===== config.mk =====
export PLATFORM = sky130hd
export DESIGN_NAME = seg_xlate_unit
export DESIGN_NICKNAME = d
export VERILOG_FILES = /design/src/rtl/seg_xlate_pkg.sv /design/src/rtl/seg_fill_ctrl.sv /design/src/rtl/seg_desc_cache.sv /design/src/rtl/seg_access_check.sv /design/src/rtl/seg_xlate_unit.sv
export SDC_FILE = /design/constraint.sdc
export NUM_CORES = 1
export LEC_CHECK = 0
export BUFFER_PORTS_ARGS = -buffer_cell sky130_fd_sc_hd__buf_2
export CAP_MARGIN = 10
export CORE_UTILIZATION = 55
export DETAILED_ROUTE_END_ITERATION = 10
export PLACE_DENSITY = 0.74
export SKIP_LAST_GASP = 1
export SLEW_MARGIN = 25
export SYNTH_ARGS = -nofsm -noshare
export SYNTH_HDL_FRONTEND = slang
export SYNTH_HIERARCHICAL = 1
export SYNTH_SLANG_ARGS = --single-unit

===== constraint.sdc =====
create_clock -name clk -period 10.6 [get_ports clk]
set_clock_uncertainty 0.1 [all_clocks]
set_input_delay 0.53 -clock clk [delete_from_list [all_inputs] [get_ports clk]]
set_output_delay 0.53 -clock clk [all_outputs]
set_load 0.01 [all_outputs]

===== src/rtl/seg_xlate_pkg.sv =====
// Package: shared widths, descriptor record and fault codes for the
// segment translation unit. Assumes 32-bit addresses and 16-bit selectors.
package seg_xlate_pkg;
    localparam int ADDR_W   = 32;
    localparam int SEL_W    = 16;
    localparam int LIM_W    = 24;
    localparam int SEL_TBL  = 2;            // selector bit: 1 = local table
    localparam int SEL_RPL_W = 2;           // selector bits 1:0: privilege request
    localparam int SEL_IDX_LO = 3;          // selector index starts here
    localparam int ENTRY_SH = 3;            // entries are 8 bytes
    localparam int W1_PRES  = 31;
    localparam int W1_WR    = 30;
    localparam int W1_USER  = 29;

    typedef struct packed {
        logic [ADDR_W-1:0] base;
        logic              present;
        logic              writable;
        logic              user_ok;
        logic [LIM_W-1:0]  limit;
    } seg_desc_t;

    typedef enum logic [2:0] {
        FLT_NONE   = 3'd0,
        FLT_ABSENT = 3'd1,
        FLT_LIMIT  = 3'd2,
        FLT_WRPROT = 3'd3,
        FLT_PRIV   = 3'd4
    } seg_fault_e;
endpackage


===== src/rtl/seg_fill_ctrl.sv =====
// Descriptor refill sequencer. Takes one load at a time, decodes the
// selector into a table address and reads the two descriptor words.
// It then hands the finished record to the cache.
// Assumes the memory answers each held request with a one-cycle
// mem_rvalid pulse, and that a request never returns data unasked.
module seg_fill_ctrl
    import seg_xlate_pkg::*;
#(
    parameter int SEG_W = 3
) (
    input  logic              clk,
    input  logic              rst_n,
    input  logic              ld_valid,
    input  logic [SEG_W-1:0]  ld_seg,
    input  logic [SEL_W-1:0]  ld_sel,
    input  logic [ADDR_W-1:0] gtab_base,
    input  logic [ADDR_W-1:0] ltab_base,
    output logic              mem_req,
    output logic [ADDR_W-1:0] mem_addr,
    input  logic [ADDR_W-1:0] mem_rdata,
    input  logic              mem_rvalid,
    output logic              busy,
    output logic [SEG_W-1:0]  fill_seg,
    output logic              wr_en,
    output logic [SEL_W-1:0]  wr_sel,
    output seg_desc_t         wr_desc
);
    typedef enum logic [1:0] {F_IDLE, F_W0, F_W1} fill_st_e;

    fill_st_e          st_q;
    logic [SEL_W-1:0]  sel_q;
    logic [ADDR_W-1:0] addr_q;
    logic [ADDR_W-1:0] base_q;
    logic [ADDR_W-1:0] tbl_base;
    logic [ADDR_W-1:0] entry_off;

    // Decode the selector: choose the table and scale the index to bytes.
    always_comb begin
        tbl_base  = ld_sel[SEL_TBL] ? ltab_base : gtab_base;
        entry_off = ADDR_W'({ld_sel[SEL_W-1:SEL_IDX_LO], ENTRY_SH'(0)});
    end

    // Step through the idle, first-word and second-word states.
    always_ff @(posedge clk) begin
        if (!rst_n) begin
            st_q     <= F_IDLE;
            sel_q    <= '0;
            addr_q   <= '0;
            base_q   <= '0;
            fill_seg <= '0;
        end else begin
            case (st_q)
                F_IDLE: if (ld_valid) begin
                    st_q     <= F_W0;
                    sel_q    <= ld_sel;
                    fill_seg <= ld_seg;
                    addr_q   <= tbl_base + entry_off;
                end
                F_W0: if (mem_rvalid) begin
                    st_q   <= F_W1;
                    base_q <= mem_rdata;
                    addr_q <= addr_q + ADDR_W'(4);
                end
                F_W1: if (mem_rvalid) st_q <= F_IDLE;
                default: st_q <= F_IDLE;
            endcase
        end
    end

    // Drive the memory port and assemble the record from both words.
    always_comb begin
        busy             = (st_q != F_IDLE);
        mem_req          = busy;
        mem_addr         = addr_q;
        wr_en            = (st_q == F_W1) && mem_rvalid;
        wr_sel           = sel_q;
        wr_desc.base     = base_q;
        wr_desc.present  = mem_rdata[W1_PRES];
        wr_desc.writable = mem_rdata[W1_WR];
        wr_desc.user_ok  = mem_rdata[W1_USER];
        wr_desc.limit    = mem_rdata[LIM_W-1:0];
    end

    AST_ADDR_HOLD: assert property (@(posedge clk) disable iff (!rst_n)
        (mem_req && !mem_rvalid) |=> (mem_req && $stable(mem_addr)));
    AST_SECOND_WORD: assert property (@(posedge clk) disable iff (!rst_n)
        (st_q == F_W0 && mem_rvalid) |=> (mem_addr == $past(mem_addr) + ADDR_W'(4)));
endmodule


===== src/rtl/seg_desc_cache.sv =====
// Store for each slot's selector and cached descriptor, with one write
// port from the refill sequencer and one combinational read port for accesses.
// Assumes a slot number beyond NUM_SEGS-1 reads back as an absent record.
module seg_desc_cache
    import seg_xlate_pkg::*;
#(
    parameter int NUM_SEGS = 6,
    parameter int SEG_W    = 3
) (
    input  logic              clk,
    input  logic              rst_n,
    input  logic              wr_en,
    input  logic [SEG_W-1:0]  wr_seg,
    input  logic [SEL_W-1:0]  wr_sel,
    input  seg_desc_t         wr_desc,
    input  logic [SEG_W-1:0]  rd_seg,
    output logic [SEL_W-1:0]  rd_sel,
    output seg_desc_t         rd_desc
);
    seg_desc_t [NUM_SEGS-1:0]             desc_q;
    logic      [NUM_SEGS-1:0][SEL_W-1:0]  sel_q;
    logic      [NUM_SEGS-1:0]             hit;

    // Per-slot write decode.
    for (genvar g = 0; g < NUM_SEGS; g++) begin : g_hit
        assign hit[g] = wr_en && (wr_seg == SEG_W'(g));
    end

    // Write the finished record into the selected slot.
    always_ff @(posedge clk) begin
        if (!rst_n) begin
            desc_q <= '0;
            sel_q  <= '0;
        end else begin
            for (int i = 0; i < NUM_SEGS; i++) begin
                if (hit[i]) begin
                    desc_q[i] <= wr_desc;
                    sel_q[i]  <= wr_sel;
                end
            end
        end
    end

    // Read the slot named by the access.
    always_comb begin
        rd_desc = '0;
        rd_sel  = '0;
        for (int i = 0; i < NUM_SEGS; i++) begin
            if (rd_seg == SEG_W'(i)) begin
                rd_desc = desc_q[i];
                rd_sel  = sel_q[i];
            end
        end
    end

    AST_CACHE_HOLD: assert property (@(posedge clk) disable iff (!rst_n)
        !wr_en |=> ($stable(desc_q) && $stable(sel_q)));
endmodule


===== src/rtl/seg_access_check.sv =====
// Combinational limit and protection check and base adder for one access.
// Assumes the descriptor and selector come from the cache in the same cycle.
module seg_access_check
    import seg_xlate_pkg::*;
(
    input  seg_desc_t         desc,
    input  logic [SEL_W-1:0]  sel,
    input  logic [ADDR_W-1:0] off,
    input  logic              is_write,
    input  logic              is_user,
    output logic [ADDR_W-1:0] lin,
    output seg_fault_e        fault
);
    logic eff_user;
    logic over_limit;

    // Form the linear address and pick the fault by fixed priority.
    always_comb begin
        lin        = desc.base + off;
        eff_user   = is_user || (sel[SEL_RPL_W-1:0] != '0);
        over_limit = off > ADDR_W'(desc.limit);
        if (!desc.present)                 fault = FLT_ABSENT;
        else if (over_limit)               fault = FLT_LIMIT;
        else if (is_write && !desc.writable) fault = FLT_WRPROT;
        else if (eff_user && !desc.user_ok) fault = FLT_PRIV;
        else                               fault = FLT_NONE;
    end
endmodule


===== src/rtl/seg_xlate_unit.sv =====
// Top of the segment translation unit. Ties the refill sequencer, the
// descriptor cache and the access checker together. It holds back an
// access to a slot that is loading, and registers the result of each accepted access.
// Assumes that ld_seg and acc_seg name slots below NUM_SEGS.
module seg_xlate_unit
    import seg_xlate_pkg::*;
#(
    parameter  int NUM_SEGS = 6,
    localparam int SEG_W    = $clog2(NUM_SEGS)
) (
    input  logic              clk,
    input  logic              rst_n,
    input  logic              ld_valid,
    input  logic [SEG_W-1:0]  ld_seg,
    input  logic [SEL_W-1:0]  ld_sel,
    output logic              ld_busy,
    input  logic [ADDR_W-1:0] gtab_base,
    input  logic [ADDR_W-1:0] ltab_base,
    output logic              mem_req,
    output logic [ADDR_W-1:0] mem_addr,
    input  logic [ADDR_W-1:0] mem_rdata,
    input  logic              mem_rvalid,
    input  logic              acc_valid,
    input  logic [SEG_W-1:0]  acc_seg,
    input  logic [ADDR_W-1:0] acc_off,
    input  logic              acc_write,
    input  logic              acc_user,
    output logic              acc_stall,
    output logic              out_valid,
    output logic [ADDR_W-1:0] out_lin,
    output logic [2:0]        out_fault
);
    logic              wr_en;
    logic [SEL_W-1:0]  wr_sel;
    seg_desc_t         wr_desc;
    logic [SEG_W-1:0]  fill_seg;
    logic [SEL_W-1:0]  rd_sel;
    seg_desc_t         rd_desc;
    logic [ADDR_W-1:0] lin_c;
    seg_fault_e        fault_c;

    seg_fill_ctrl #(.SEG_W(SEG_W)) u_fill (
        .clk(clk), .rst_n(rst_n),
        .ld_valid(ld_valid), .ld_seg(ld_seg), .ld_sel(ld_sel),
        .gtab_base(gtab_base), .ltab_base(ltab_base),
        .mem_req(mem_req), .mem_addr(mem_addr),
        .mem_rdata(mem_rdata), .mem_rvalid(mem_rvalid),
        .busy(ld_busy), .fill_seg(fill_seg),
        .wr_en(wr_en), .wr_sel(wr_sel), .wr_desc(wr_desc)
    );

    seg_desc_cache #(.NUM_SEGS(NUM_SEGS), .SEG_W(SEG_W)) u_cache (
        .clk(clk), .rst_n(rst_n),
        .wr_en(wr_en), .wr_seg(fill_seg), .wr_sel(wr_sel), .wr_desc(wr_desc),
        .rd_seg(acc_seg), .rd_sel(rd_sel), .rd_desc(rd_desc)
    );

    seg_access_check u_check (
        .desc(rd_desc), .sel(rd_sel), .off(acc_off),
        .is_write(acc_write), .is_user(acc_user),
        .lin(lin_c), .fault(fault_c)
    );

    // Hold back an access whose slot is the one being refilled.
    assign acc_stall = acc_valid && ld_busy && (acc_seg == fill_seg);

    // Register the result of each accepted access.
    always_ff @(posedge clk) begin
        if (!rst_n) begin
            out_valid <= 1'b0;
            out_lin   <= '0;
            out_fault <= '0;
        end else begin
            out_valid <= acc_valid && !acc_stall;
            if (acc_valid && !acc_stall) begin
                out_lin   <= lin_c;
                out_fault <= fault_c;
            end
        end
    end

    AST_STALL_NEEDS_FILL: assert property (@(posedge clk) disable iff (!rst_n)
        acc_stall |-> ld_busy);
    AST_OUT_FOLLOWS_ACC: assert property (@(posedge clk) disable iff (!rst_n)
        out_valid |-> $past(acc_valid && !acc_stall));
    AST_IDLE_NO_REQ: assert property (@(posedge clk) disable iff (!rst_n)
        !ld_busy |-> !mem_req);
    AST_FAULT_RANGE: assert property (@(posedge clk) disable iff (!rst_n)
        out_valid |-> (out_fault <= 3'd4));
endmodule


== Word-level counts from Yosys, hierarchy flattened ==
Cells that the tools add are included.
Cells by class
  order comparisons: 1
  shift-type cells: 0
  add/subtract/negate cells: 3
  bitwise operators: 0
  reductions and logical operators: 26
  mux-type cells: 24
  equal/unequal tests: 16
  $mul: 0
  divide/modulo/power cells: 0
Operators by type and width (count)
  2-to-1 mux 59 bit: 6
  2-to-1 mux 32 bit: 3
  case mux 32 bit (2 select lines): 1
  adder 32 x 16 -> 32 bit: 1
  adder 32 x 3 -> 32 bit, second input constant: 1
  adder 32 bit: 1
  > comparator 32 x 24 -> 1 bit: 1
  2-to-1 mux 2 bit: 9
  equality test 3 x 2 -> 1 bit, second input constant: 4
  equality test 3 bit, second input constant: 4
  logical AND 1 bit: 12
  2-to-1 mux 3 bit: 4
  equality test 3 x 1 -> 1 bit, second input constant: 2
  zero test 3 bit: 2
  != test 2 bit, second input constant: 3
  case mux 2 bit (3 select lines): 1
  AND reduction 3 bit: 2
  nonzero test 2 bit: 3
  AND reduction 2 bit: 2
  equality test 3 bit: 1
  zero test 1 bit: 3
  equality test 2 x 1 -> 1 bit, second input constant: 1
  equality test 2 bit, second input constant: 1
  zero test 2 bit: 1
  logical OR 1 bit: 1
Storage, ports and cells
  bits in writable memories: 0
  bits in latches: 0
  memories kept: 0
  flip-flop bits (word level): 473
  memory bits (read-only): 0
  output and inout port bits: 71

== Depth between registers and ports, before layout ==
  depth in word-level cells: 14
  mapped depth: 17
  depth with buffers taken out: 14

== Modules after synthesis ==
The synthesis kept the hierarchy.
Modules (own cells, without submodules)
  seg_desc_cache: times used 1, area an instance 19565.0 µm², cells each 2345
  seg_fill_ctrl: times used 1, area an instance 5293.8 µm², cells each 694
  seg_access_check: times used 1, area an instance 2332.2 µm², cells each 325
  seg_xlate_unit: times used 1, area an instance 1485.2 µm², cells each 160

== Least setup slack after synthesis ==
OpenSTA, ideal clock, no wires.
  path type: input-to-reg
  from: in ld_sel[2]
  to: reg u_fill.addr_q[31], in the netlist u_fill/mem_addr[31]
  required time: 10414 ps
  stages: 13
  arrival: 3592 ps
  path slack: 6823 ps
  setup time: 86 ps
  cells stage by stage: buf_2 buf_2 buf_2 buf_2 mux2_2 ha_1 and3_1 nor3b_2 o2111ai_1 a211oi_2 nand4b_1 xnor2_1 a211oi_1
On the way
  word-level cells in the longest chain between the ends: 4
Ends and longest elaborated chain
  from (decl): line seg_xlate_unit.sv:15  | input logic [SEL_W-1:0] ld_sel,
  2-to-1 mux 32 bit: line seg_fill_ctrl.sv:39  | tbl_base = ld_sel[SEL_TBL] ? ltab_base : gtab_base;
  adder 32 x 16 -> 32 bit: line seg_fill_ctrl.sv:57  | addr_q <= tbl_base + entry_off;
  2-to-1 mux 32 bit: line seg_fill_ctrl.sv:53  | F_IDLE: if (ld_valid) begin
  case mux 32 bit (2 select lines): line seg_fill_ctrl.sv:52  | case (st_q)
  to (signal assigned): line seg_fill_ctrl.sv:57
  to (signal assigned): line seg_fill_ctrl.sv:62  | addr_q <= addr_q + ADDR_W'(4);
  to (decl): line seg_fill_ctrl.sv:32  | logic [ADDR_W-1:0] addr_q;
Every way passes these cells. The select of a mux whose other input is x is not followed.
A chain may end at the register's enable or synchronous reset.

==> flow_summary.ini <==
[run]
maxCapViolCount = 0

[sta]
hold_viol = 0
post-route-min-period_ns = 4.563
worst_pin_slew_ns = 1.051
rsz0062_at_grt = no
setup_viol = 0
final_max_slew_viol_count = 0
post-route-period-util_pct = 43.05
slew_headroom_pct = 29.91
fmax_ghz = 0.2192
setup-tns-final_ns = 0

[hold_path]
min_path_cells = 3
worstHoldStart = ld_seg[0]
min_path_type = primary input to register
hold-path-endpoint = u_fill/fill_seg[0]$_SDFFE_PN0P_

[logic_synthesis]
synth_area_um2 = 24730
avgSynthCellArea_um2 = 8.059
syn_inst = 3069
yosysWarningCount = 6
synth.net_count = 3297

[grt]
grt_pass1_wl_um = 117600
antenna_found_initial = 4
grt_pass1_vias = 22089
grt_overflow = 0
groute.usage.overall_pct = 31.47
grt_max_degree = 174

[routing]
vias = 22895
routedWlPerCell_um = 19.90
drtPass1Iterations = 7
drt_iter0_drc = 2130
routed_wl_um = 73860
antenna_left = 0
drc = 0
vias_per_cell = 6.168

[setup_path]
crit_path_max_incr_delay_ns = 0.75
cp_max_fo = 59
r2r_start = u_cache/desc_q[86]$_SDFFE_PN0P_
cpLargestDelayFamily = compound AO/OA/AOI/OAI gates
crit_start = acc_seg[0]
rr_worst_depth = 14
critPathSlowestCell = buf_4
cp_cell_sequence = buf_4 > buf_4 > buf_4 > mux2_2 > o32ai_1 > a221oi_1 > ha_1 > a21oi_2 > o22ai_1 > o21ai_1 > nand2_1 > a21oi_2 > o21ai_1 > a2111oi_1 > nand2_1 > mux2i_1
timing.rr.end = out_lin[30]$_SDFFE_PN0P_
cp-end-kind = register
r2r_slack_ns = 7.05
critPathLaunchType = primary input
critical_path_class = primary input to register
crit_buf_inv = 3
cp.arrival_ns = 4.98
cp.depth = 16
required_ns = 11.02
crit_path_frequent_cell = buf_4

[clock_tree]
cts_root_buffer = clkbuf_16
cts_buffers = 51
clk_latency_ns = 0.60
post_cts_resized = 0
cts_tree = built
clock_sinks = 473
clk_path_buf_depth = 3
cts_setup_buffers = 0
cts_hold_buf = 0
htreeDepth = 2
cts.clk_slew.worst_paths_ns = 0.06

[die]
die-area_um2 = 45820
fp.dieH_um = 214.1
die_x_um = 214.1
core_um2 = 44320
start_util_pct = 55.81
rows = 77
num_io_pins = 228

[layout]
drive_gt1_share_pct = 15.01
multi_input_area_um2 = 13720
final_cells = 3712
fill_cells = 3925
ff_latch_area_um2 = 9469
nets = 3304
area_growth_pct = 10.41

[place]
gp_congestion = 0.9528
dp_hpwl_um = 45980
dp.cells = 3615
io_buffers = 227

[power_and_ir_drop]
vdd_drop_max_mv = 0.1217
p_leak_nw = 10.11
power.density_nw_per_um2 = 162.0

[outcome]
status = finished, final reports clean
-- registers in the layout, summed over array words and instances (netlist names) --
name	count
u_cache/desc_q	354
out_lin	32
u_fill/base_q	32
u_fill/mem_addr	32
u_cache/sel_q	12
out_fault	3
u_fill/fill_seg	3
u_fill/st_q	2
u_fill/wr_sel	2
out_valid	1
-- area by class of cell --
class                      instances  share of cell area, %
antenna                            3                0.02749
clock buffer                      77                  5.695
clock inverter                    17                 0.9805
inverter                          42                 0.5773
multi-input combinational       2251                  50.25
sequential                       473                  34.67
tap                              592                  2.712
timing repair buffer             257                  5.081
-- worst reg2reg max path: cells and delay by family (launching register included) --
| family | cells | cell delay, ns |
|---|---|---|
| xor+xnor | 1 | 0.13 |
| simple gates | 1 | 0.07 |
| mux | 2 | 0.41 |
| fa+ha+maj | 2 | 0.70 |
| compound gates | 8 | 1.76 |
| flops | 1 | 0.31 |
-- cells in the final DEF (no fill, tap or decap), drive strengths merged, types with 11 or more instances in the layout --
cell      n
o21ai   235
nor2     57
a21boi  245
nor3     18
o22ai    52
a21o     21
o32ai    47
and3     11
nand2   754
inv      43
a21oi   125
mux2     80
nand4    24
xnor2    30
nand3   155
xor2     20
buf     257
a221oi   65
a211oi   17
ha       69
clkbuf   77
nor2b    11
a31oi    13
mux2i    79
dfxtp   473
-- through the flow --
step | cell area (um^2) | power (mW) | util (%) | hold WS [ns] | setup slack (ns)
global route | 27300 | 4.585 | 61.61 | 0.07299 | 5.801
finish | 27310 | 4.423 | 61.62 | 0.07571 | 6.037
floorplan | 24730 | 2.336 | - | 0.3316 | 6.833
global placement | 25460 | 2.523 | 57.45 | 0.3369 | 5.483
detailed placement | 25470 | 2.535 | 57.47 | 0.3431 | 5.489
CTS | 27290 | 4.432 | 61.59 | 0.05257 | 6.092
-- power by group --
group / total, mW / internal [mW] / switching, mW / leakage, nW
logic: 0.632 / 0.241 / 0.391 / 5.39
clock network: 1.91 / 1.16 / 0.753 / 0.897
registers: 1.88 / 1.82 / 0.0546 / 3.82
-- worst max-delay path by stage --
stage                                       end  slack (ns)
6_report               out_lin[31]$_SDFFE_PN0P_        6.04
5_1_grt                out_lin[31]$_SDFFE_PN0P_        5.80
4_1_cts                out_lin[31]$_SDFFE_PN0P_        6.09
3_5_place_dp           out_lin[31]$_SDFFE_PN0P_        5.49
3_3_place_gp           out_lin[31]$_SDFFE_PN0P_        5.48
2_1_floorplan  u_fill/mem_addr[31]$_SDFFE_PN0P_        6.83
-- layer usage --
metal  global-route usage (%)  wire length [um]  part of all wire [%]
met1                    41.44             31840                    43
met2                    51.82             33720                    46
met3                    5.574              5895                   8.0
met4                    10.95              2372                   3.2
met5                        0                25                 0.034
Note: power is estimated with default switching activity, not from simulation.
